`config.mk`:
```
export PLATFORM = sky130hd
export DESIGN_NAME = serial_rx_fifo
export DESIGN_NICKNAME = d
export VERILOG_FILES = /design/src/rtl/serial_rx_pkg.sv /design/src/rtl/rx_sync.sv /design/src/rtl/rx_frame.sv /design/src/rtl/rx_fifo.sv /design/src/rtl/rx_timeout.sv /design/src/rtl/serial_rx_fifo.sv
export SDC_FILE = /design/constraint.sdc
export NUM_CORES = 1
export LEC_CHECK = 0
export ABC_CLOCK_PERIOD_IN_PS = 6100
export BUFFER_PORTS_ARGS = -buffer_cell sky130_fd_sc_hd__buf_2
export CORE_UTILIZATION = 65
export DETAILED_ROUTE_END_ITERATION = 7
export PLACE_DENSITY = 0.83
export SLEW_MARGIN = 25
export SYNTH_ARGS = -nofsm -noshare
export SYNTH_HDL_FRONTEND = slang
export SYNTH_SLANG_ARGS = --single-unit
```
`constraint.sdc`:
```
create_clock -name clk -period 6.1 [get_ports clk]
set_input_delay 1.22 -clock clk [delete_from_list [all_inputs] [get_ports clk]]
set_output_delay 1.22 -clock clk [all_outputs]
set_load 0.05 [all_outputs]
```
`src/rtl/serial_rx_pkg.sv`:
```
package serial_rx_pkg;

  typedef enum logic [2:0] {
    RX_IDLE,
    RX_START,
    RX_DATA,
    RX_PAR,
    RX_STOP,
    RX_HOLD
  } rx_state_e;

  typedef struct packed {
    logic [7:0] ch;
    logic       brk;
    logic       perr;
    logic       ferr;
  } rx_word_t;

  localparam int WORD_W = $bits(rx_word_t);

  function automatic logic [3:0] word_len(input logic [1:0] sel);
    return 4'd5 + {2'b00, sel};
  endfunction

  function automatic logic [3:0] frame_bits(input logic [3:0] fmt);
    return 4'd2 + word_len(fmt[1:0]) + {3'b000, fmt[3]} + {3'b000, fmt[2]};
  endfunction

endpackage

```
`src/rtl/rx_sync.sv`:
```
module rx_sync #(
  parameter int STAGES = 2
) (
  input  logic clk,
  input  logic rst_n,
  input  logic din,
  output logic dout
);
  logic [STAGES-1:0] chain;

  always_ff @(posedge clk or negedge rst_n) begin
    if (!rst_n) chain <= '1;
    else        chain <= {chain[STAGES-2:0], din};
  end

  assign dout = chain[STAGES-1];
endmodule

```
`src/rtl/rx_frame.sv`:
```
module rx_frame
  import serial_rx_pkg::*;
(
  input  logic      clk,
  input  logic      rst_n,
  input  logic      tick,
  input  logic      rx,
  input  logic [5:0] fmt,
  output logic      push,
  output rx_word_t  word
);
  rx_state_e  state;
  logic [3:0] ph;
  logic [2:0] nbit;
  logic [7:0] shreg;
  logic       perr_r;
  logic       plow_r;
  logic [3:0] wl;
  logic       exp_par;

  assign wl = word_len(fmt[1:0]);
  assign exp_par = fmt[5] ? ~fmt[4] : (fmt[4] ? ^shreg : ~^shreg);

  always_ff @(posedge clk or negedge rst_n) begin
    if (!rst_n) begin
      state  <= RX_IDLE;
      ph     <= '0;
      nbit   <= '0;
      shreg  <= '0;
      perr_r <= 1'b0;
      plow_r <= 1'b0;
      push   <= 1'b0;
      word   <= '0;
    end else begin
      push <= 1'b0;
      if (tick) begin
        case (state)
          RX_IDLE: begin
            if (!rx) begin
              state <= RX_START;
              ph    <= '0;
            end
          end
          RX_START: begin
            ph <= ph + 4'd1;
            if (ph == 4'd7) begin
              ph    <= '0;
              nbit  <= '0;
              shreg <= '0;
              state <= rx ? RX_IDLE : RX_DATA;
            end
          end
          RX_DATA: begin
            ph <= ph + 4'd1;
            if (ph == 4'd15) begin
              shreg <= {rx, shreg[7:1]};
              nbit  <= nbit + 3'd1;
              if ({1'b0, nbit} == wl - 4'd1) state <= fmt[3] ? RX_PAR : RX_STOP;
            end
          end
          RX_PAR: begin
            ph <= ph + 4'd1;
            if (ph == 4'd15) begin
              perr_r <= rx ^ exp_par;
              plow_r <= ~rx;
              state  <= RX_STOP;
            end
          end
          RX_STOP: begin
            ph <= ph + 4'd1;
            if (ph == 4'd15) begin
              push      <= 1'b1;
              word.ch   <= shreg >> (4'd8 - wl);
              word.ferr <= ~rx;
              word.perr <= fmt[3] & perr_r;
              word.brk  <= (shreg == 8'h00) && !rx && (!fmt[3] || plow_r);
              state     <= rx ? RX_IDLE : RX_HOLD;
            end
          end
          RX_HOLD: begin
            if (rx) state <= RX_IDLE;
          end
          default: state <= RX_IDLE;
        endcase
      end
    end
  end

  // a store strobe never lasts two clocks
  p_push_single_r4: assert property (@(posedge clk) disable iff (!rst_n)
    push |=> !push);

  // a start bit seen high at mid-bit is dropped
  p_false_start_r6: assert property (@(posedge clk) disable iff (!rst_n)
    (state == RX_START && tick && ph == 4'd7 && rx) |=> (state == RX_IDLE && !push));

  // without a tick the receiver state holds
  p_tick_only_r2: assert property (@(posedge clk) disable iff (!rst_n)
    !tick |=> $stable(state));
endmodule

```
`src/rtl/rx_fifo.sv`:
```
module rx_fifo #(
  parameter int DEPTH = 16,
  parameter int W     = 11,
  parameter int TAG_W = 3
) (
  input  logic                       clk,
  input  logic                       rst_n,
  input  logic                       clr,
  input  logic                       wr,
  input  logic [W-1:0]               wdata,
  input  logic                       rd,
  output logic [W-1:0]               rdata,
  output logic [$clog2(DEPTH):0]     count,
  input  logic                       ack,
  output logic                       overrun,
  output logic                       err_any
);
  localparam int AW = $clog2(DEPTH);
  localparam int CW = AW + 1;

  logic [W-1:0]  mem [DEPTH];
  logic [DEPTH-1:0] errv;
  logic [AW-1:0] wptr, rptr;
  logic          is_full, do_rd, do_wr;

  assign is_full = (count == CW'(DEPTH));
  assign do_rd   = rd && (count != '0);
  assign do_wr   = wr && (!is_full || do_rd);

  always_ff @(posedge clk or negedge rst_n) begin
    if (!rst_n) begin
      wptr  <= '0;
      rptr  <= '0;
      count <= '0;
      errv  <= '0;
      for (int i = 0; i < DEPTH; i++) mem[i] <= '0;
    end else if (clr) begin
      wptr  <= '0;
      rptr  <= '0;
      count <= '0;
      errv  <= '0;
    end else begin
      if (do_rd) begin
        errv[rptr] <= 1'b0;
        rptr       <= rptr + 1'b1;
      end
      if (do_wr) begin
        mem[wptr]  <= wdata;
        errv[wptr] <= |wdata[TAG_W-1:0];
        wptr       <= wptr + 1'b1;
      end
      count <= count + CW'(do_wr) - CW'(do_rd);
    end
  end

  always_ff @(posedge clk or negedge rst_n) begin
    if (!rst_n)               overrun <= 1'b0;
    else if (wr && !do_wr)    overrun <= 1'b1;
    else if (ack)             overrun <= 1'b0;
  end

  assign rdata   = mem[rptr];
  assign err_any = |errv;

  // occupancy never exceeds the depth
  p_count_max_r8: assert property (@(posedge clk) disable iff (!rst_n)
    count <= CW'(DEPTH));

  // a clear empties the queue and its error summary
  p_clear_r8: assert property (@(posedge clk) disable iff (!rst_n)
    clr |=> (count == '0 && !err_any));

  // simultaneous store and take keep the count
  p_pushpop_hold_r10: assert property (@(posedge clk) disable iff (!rst_n)
    (wr && rd && count != '0 && !clr) |=> (count == $past(count)));

  // a store into a full queue with no take raises overrun
  p_overrun_set_r9: assert property (@(posedge clk) disable iff (!rst_n)
    (wr && !rd && count == CW'(DEPTH)) |=> overrun);
endmodule

```
`src/rtl/rx_timeout.sv`:
```
module rx_timeout
  import serial_rx_pkg::*;
#(
  parameter int TO_W = 10,
  parameter int MULT = 64
) (
  input  logic            clk,
  input  logic            rst_n,
  input  logic            tick,
  input  logic [3:0]      fmt,
  input  logic            reload,
  input  logic            has_data,
  output logic [TO_W-1:0] cnt,
  output logic            timeout
);
  logic [TO_W-1:0] reload_val;

  assign reload_val = TO_W'(int'(frame_bits(fmt)) * MULT - 1);

  always_ff @(posedge clk or negedge rst_n) begin
    if (!rst_n)                      cnt <= '0;
    else if (reload)                 cnt <= reload_val;
    else if (tick && cnt != '0)      cnt <= cnt - 1'b1;
  end

  assign timeout = (cnt == '0) && has_data;

  // one step down per tick between reloads
  p_tick_step_r11: assert property (@(posedge clk) disable iff (!rst_n)
    (!reload && tick && cnt != '0) |=> (cnt == $past(cnt) - 1'b1));

  // no movement without a tick or reload
  p_hold_r11: assert property (@(posedge clk) disable iff (!rst_n)
    (!reload && !tick) |=> $stable(cnt));
endmodule

```
`src/rtl/serial_rx_fifo.sv`:
```
module serial_rx_fifo
  import serial_rx_pkg::*;
#(
  parameter int DEPTH = 16,
  parameter int TO_W  = 10,
  parameter int SYNC  = 2
) (
  input  logic                   clk,
  input  logic                   rst_n,
  input  logic                   rx_line,
  input  logic                   baud_tick,
  input  logic [5:0]             line_fmt,
  input  logic                   fifo_clr,
  input  logic                   err_ack,
  output logic [WORD_W-1:0]      m_data,
  output logic                   m_valid,
  input  logic                   m_ready,
  output logic                   char_stb,
  output logic [$clog2(DEPTH):0] fill_level,
  output logic                   overrun,
  output logic                   err_any,
  output logic [TO_W-1:0]        idle_cnt,
  output logic                   char_timeout
);
  logic     rx_s;
  rx_word_t word;
  logic     take;

  rx_sync #(.STAGES(SYNC)) u_sync (
    .clk(clk), .rst_n(rst_n), .din(rx_line), .dout(rx_s)
  );

  rx_frame u_frame (
    .clk(clk), .rst_n(rst_n), .tick(baud_tick), .rx(rx_s),
    .fmt(line_fmt), .push(char_stb), .word(word)
  );

  rx_fifo #(.DEPTH(DEPTH), .W(WORD_W), .TAG_W(3)) u_fifo (
    .clk(clk), .rst_n(rst_n), .clr(fifo_clr), .wr(char_stb), .wdata(word),
    .rd(m_ready), .rdata(m_data), .count(fill_level), .ack(err_ack),
    .overrun(overrun), .err_any(err_any)
  );

  assign m_valid = (fill_level != '0);
  assign take    = m_valid && m_ready;

  rx_timeout #(.TO_W(TO_W), .MULT(64)) u_timeout (
    .clk(clk), .rst_n(rst_n), .tick(baud_tick), .fmt(line_fmt[3:0]),
    .reload(char_stb || take || fifo_clr), .has_data(m_valid),
    .cnt(idle_cnt), .timeout(char_timeout)
  );

  // a word waiting without ready stays put
  p_hold_head_r13: assert property (@(posedge clk) disable iff (!rst_n)
    (m_valid && !m_ready && !fifo_clr) |=> (m_valid && $stable(m_data)));
endmodule

```
==> flow_summary.ini, run 1 <==
[sta]
maxSlewHeadroom_pct = 33.6
final_max_slew_viol_count = 0
min_period_over_period_pct = 68.6
final.setup.tns_ps = 0
setup_viol = 0
rsz0062_at_grt = false
skew_ps = 12.1
tightest_slew_ps = 996
final_hold_viol_count = 0
period_minus_slack_ps = 4180
fmax_mhz = 239
holdWs_ps = 355
layout_setup_ws_ps = 1920

[global_route]
grt_max_degree = 154
track_usage_pct = 28.6
grt_pass1_vias = 8001
grt_pass1_wl_mm = 44.0
grt_overflow = 0
antenna_found_initial = 0

[logic_synthesis]
synth_edf_count = 0
syn-num-nets = 967
synth_area_sq_um = 12600
synth_ff_type = dfrtp_1
ys_ff_latch = 250
synthArstFlopShare_pct = 100
yosysUniqueCellTypes = 57
netlist_instances = 928
yosysWarningCount = 0
syn_area_per_cell_sq_um = 13.6
ys_seq_area_share_pct = 49.7

[routing]
vias = 7633
drt_iter0_drc = 646
wl_per_cell_um = 22.1
drtAntennaViolNets = 0
vias_per_cell = 6.29
drc_errors = 0
finalWirelength_mm = 26.8
first_pass_iters = 5

[finish]
areaGrowthSynthToFinish_pct = 9.37
fill_cells = 1175
register_area_sq_um = 6270
antenna_cells = 0
finalNetCount = 975
layout-drive-gt1-share_pct = 37.1
layout.cells.non_filler = 1213
multi_input_area_sq_um = 5840

[place]
hpwl_mm = 15.8
dpl.cell_count = 1168
place.gp.congestion = 0.818
dpl_worst_slack_ps = 2460
io_buffers = 43

[critical_path]
reg2reg_to = u_fifo.count[4]
cp.arrival_ps = 2960
worstRegToRegCells = 15
timing.critical_path.mode_cell = mux4_2
crit_buf_inv = 1
cp-end-kind = primary output
r2r_slack_ps = 3220
path_delay_family = multiplexers
path_class = flip-flop to primary output
path_depth = 3
cpPeakStageDelay_ps = 1060
slowest_stage = dfrtp_4
path_cells = mux4_2 > mux4_2 > buf_2
r2r_start = u_fifo.count[2]
critPathMaxFanout = 49
startpoint_type = flip-flop
cp.required_ps = 4880

[floorplanning]
io_pins = 44
rows = 50
start_util_pct = 66.9
fp.dieArea_sq_um = 20000
core_sq_um = 18800
die_w_um = 141
die-height_um = 141

[hold_path]
hold_start = u_sync.chain[0]
whs_path_depth = 0
worstHoldEndpoint = u_sync.chain[1]
hold_path_class = flip-flop to flip-flop

[clocking]
clock_latency_ps = 530
postCtsSetupBuffers = 0
cts.sinks = 250
hold_buffers = 0
ctsResizeCount = 0
htree_levels = 1
cts_tree = built
cts_buffers = 26
root_buffer = clkbuf_16
clk_pin_slew_ps = 60
clockBufferDepth = 3

[run]
drv_cap = 0

[power_and_ir_drop]
p_total_w = 0.00438
ir_drop_v = 0.000284
p_leak_nw = 6.60
power_density_nw_per_um2 = 318

[outcome]
status = finished, final reports clean
area by class of cell:
type | instances | area share [%]
inverters | 37 | 1.03
repair buffers | 48 | 2.00
clock inverters | 11 | 1.40
clock buffers | 34 | 5.38
flip-flops and latches | 250 | 45.5
well taps | 260 | 2.36
multi-input cells | 573 | 42.4
cells in the final DEF, fill, tap and decap left out, drive strengths merged, types with 24 or more instances in the layout:
cell	count
buf	48
clkbuf	34
dfrtp	248
nor2	38
mux2	176
inv	37
nand2	55
mux4	60
ha	24
metal layers:
layer	wire, um	vias to the layer above	share of wire [%]	global-route usage [%]
li1	-	3373	-	-
met1	11500	3987	43	40.0
met2	13200	211	49	46.6
met3	1210	62	4.5	4.08
met4	789	0	2.9	9.73
met5	0	-	0	0
synth_stat cells (4+ instances only):
master	n	area share [%]
nor4_1	5	0.25
mux2i_1	20	1.6
o21ai_0	21	0.83
and2b_2	4	0.28
inv_1	36	1.1
nor2_1	38	1.1
xor2_1	7	0.49
mux4_2	60	11
mux2_2	136	12
dfrtp_1	248	49
a22o_1	13	0.90
buf_2	20	0.79
clkbuf_1	40	1.2
mux2_4	40	4.8
nor2b_1	6	0.30
buf_12	5	0.79
nor3_1	9	0.36
nand2b_1	7	0.35
nand2_1	51	1.5
xnor2_1	17	1.2
nand3_1	21	0.83
nand4_1	9	0.45
ha_1	24	2.4
a21oi_1	21	0.83
nand3b_1	14	0.83
nand2_8	4	0.64
sequential cells by signal, indices dropped and copies added, names as in the netlist:
signal	count
u_fifo.errv	16
u_frame.word	11
u_frame.push	1
u_sync.chain	2
u_fifo.mem	176
u_frame.ph	4
u_frame.perr_r	1
u_frame.shreg	8
u_timeout.cnt	10
u_fifo.count	5
u_frame.nbit	3
u_fifo.overrun	1
u_frame.state	3
u_frame.plow_r	1
u_fifo.rptr	4
u_fifo.wptr	4
per-stage QoR:
step | utilization, % | instance area (sq um)
after detailed placement | 68.2 | 12800
final | 73.2 | 13800
after CTS | 73.2 | 13800
after global routing | 73.2 | 13800
after global placement | 68.2 | 12800
after floorplan | - | 12600
logic make-up (layout without fill, tap and decap cells):
logic type / Yosys count / after routing / synth area share [%]
AOI/OAI and AO/OA: 76 / 76 / 4.12
xor gates and xnor gates: 24 / 24 / 1.67
adders and majority gates: 26 / 26 / 2.70
buffers and inverters: 105 / 130 / 3.99
DFF: 250 / 250 / 49.7
muxes: 256 / 256 / 29.2
and+or+nand+nor: 191 / 191 / 8.64
power by group:
| part | switching (W) | leakage, nW | internal, W | total (W) |
|---|---|---|---|---|
| combinational | 0.000398 | 2.75 | 0.000315 | 0.000713 |
| clock | 0.000665 | 0.452 | 0.00106 | 0.00173 |
| sequential | 0.000207 | 3.39 | 0.00173 | 0.00194 |
how the worst max path moves through the flow:
| stage | from | endpoint | slack [ps] |
|---|---|---|---|
| finish | u_fifo.rptr[0] | m_data[9] | 1920 |
| CTS | u_fifo.rptr[0] | m_data[9] | 1870 |
| floorplan | u_timeout.cnt[0] | char_timeout | 1930 |
| global placement | u_fifo.rptr[0] | m_data[9] | 2500 |
| detailed placement | u_fifo.rptr[0] | m_data[9] | 2460 |
| global route | u_fifo.rptr[0] | m_data[9] | 1790 |
worst reg2reg max path, stage by stage, from the launching register on:
cell     delay, ps
dfrtp_1        400
inv_1           90
ha_1           210
nor4b_2        340
nor2b_1        100
buf_4          220
nand2_1        130
o21ai_0        110
ha_1           220
inv_1           70
fa_1           190
inv_1           50
a21oi_1        120
nor2_1          60
or3_1          330
a21oi_1        150
No activity file was read; power rests on OpenSTA's default activity.
==> inputs of run 2 (changes only) <==
ABC_CLOCK_PERIOD_IN_PS = 3600   (was 6100)
CORE_UTILIZATION = 56   (was 65)
PLACE_DENSITY = 0.76   (was 0.83)
clock period = 3.6 ns   (was 6.1 ns; I/O delays follow)
==> run 2 against run 1 <==
  * The run now ends with design-rule violations left
  * Cell count is 3.5% higher
  * Hold slack worse by 150 ps
  * Sequential power is 63% higher
  * Sequential share of layout area is 0.75 points lower
  * Count of clock-buffer cells in the layout is 2 higher
  * Total power is 71% higher
  * Sequential cell count stayed put
  * Utilization is 9.4 points lower
  * Clock power is 70% higher
  * Critical path depth is 1 higher
  * Largest cell class unchanged
==> flow_summary.ini, run 2 (synthesis results as in run 1) <==
[finish]
antenna_cells = 0
finalNetCount = 995
layout-drive-gt1-share_pct = 38.5
top_regs = u_fifo.mem (176), u_fifo.errv (16), u_frame.word (11)
areaGrowthSynthToFinish_pct = 11.2
final_common_cell = dfrtp_1
largest_register = u_fifo.mem
final_util_pct = 63.8
largest_register_ffs = 176
final_cell_mix = dfrtp_1 (246), mux2_2 (136), mux4_2 (60)

[sta]
tightest_slew_ps = 796
period_minus_slack_ps = 3430
final_hold_viol_count = 0
setup_viol = 0
fmax_mhz = 291
skew_ps = 14.2
final.setup.tns_ps = 0
final_max_slew_viol_count = 0
min_period_over_period_pct = 95.3
maxSlewHeadroom_pct = 46.8
rsz0062_at_grt = false

[hold_path]
hold_path_class = primary input to asynchronous set/reset pin

[power_and_ir_drop]
ir_drop_v = 0.000419
power_density_nw_per_um2 = 535
p_leak_nw = 6.72

[routing]
first_pass_iters = 6
finalWirelength_mm = 26.8
drc_errors = 2
drt_iter0_drc = 449
wl_per_cell_um = 21.4
vias = 7640
vias_per_cell = 6.08
drtAntennaViolNets = 0

[clocking]
cts.sinks = 250
clk_pin_slew_ps = 60
htree_levels = 1
postCtsSetupBuffers = 0
ctsResizeCount = 0
root_buffer = clkbuf_16
clock_latency_ps = 530
clockBufferDepth = 3
hold_buffers = 0
cts_tree = built
cts_buffers = 27

[run]
drv_cap = 0

[place]
hpwl_mm = 16.8
io_buffers = 43
place.gp.congestion = 0.811

[critical_path]
cp-startpoint = u_fifo.rptr[0]
startpoint_type = flip-flop
cpPeakStageDelay_ps = 670
path_delay_family = multiplexers
timing.critical_path.mode_cell = mux4_2
cp.arrival_ps = 2710
path_cells = buf_4 > mux4_2 > mux4_2 > buf_2
slowest_stage = dfrtp_4
path_class = flip-flop to primary output
crit_buf_inv = 2
r2r_start = u_fifo.count[2]
cp.required_ps = 2880
critPathMaxFanout = 20
cp-end-kind = primary output

[global_route]
grt_overflow = 0
grt_pass1_wl_mm = 43.6
track_usage_pct = 24.0
grt_pass1_vias = 7746
antenna_found_initial = 0
grt_max_degree = 90

[floorplanning]
core_sq_um = 22000
die_w_um = 152
fp.dieArea_sq_um = 23100
start_util_pct = 57.4
rows = 54
io_pins = 44
die-height_um = 152

[outcome]
violations = design-rule violations
status = complete, but fails checks
==> run 2: area by class of cell <==
class / count / area (sq um)
well taps: 280 / 350
flip-flops and latches: 250 / 6260
fillers: 1601 / 7950
inverters: 37 / 141
repair buffers: 67 / 455
clock inverters: 13 / 203
multi-input cells: 573 / 5850
clock buffers: 36 / 749
==> run 2: report_power, final <==
| group | internal, W | switching, W |
|---|---|---|
| Sequential | 0.00293 | 0.000243 |
| Combinational | 0.000577 | 0.000804 |
| Clock | 0.00182 | 0.00112 |
| Total | 0.00533 | 0.00217 |
==> run 2: path summary, 6_finish.rpt <==
| check | cells after the start | to | slack, ps |
|---|---|---|---|
| setup / recovery | 4 | m_data[6] | 170 |
| hold / removal | 1 | u_frame.word[4] | 200 |
| setup reg to reg | 14 | u_fifo.count[4] | 870 |
| hold reg to reg | 0 | u_sync.chain[1] | 360 |
| max in group asynchronous | 2 | u_fifo.mem[80] | 2570 |
| min in group clk | 1 | u_sync.chain[0] | 280 |
==> run 2: metrics by stage <==
stage                     cell area (sq um)  std cells  hold WS (ps)  worst slack [ps]  power (W)
after floorplan                       12600        928           345               501    0.00422
after global placement                13100       1207           349               710    0.00457
after detailed placement              13100       1207           348               658    0.00461
after CTS                             14000       1256           212               127    0.00757
after global routing                  14000       1256           245              77.5    0.00783
final                                 14000       1256           202               169    0.00750
==> run 2: worst reg2reg max path, stage by stage (launching register included) <==
cell and delay [ps]:
dfrtp_1 390, inv_1 90, ha_1 230, nor4b_2 410
nor2b_1 130, nand2_1 130, o21ai_0 100, ha_1 200
inv_1 70, fa_1 190, inv_1 50, a21oi_1 120
nor2_1 60, or3_1 330, a21oi_1 150
==> run 2: layer usage <==
layer	track usage, %	wire length, um
met2	40.6	13500
met1	33.0	11700
met4	6.22	551
met3	3.37	1010
met5	0	0
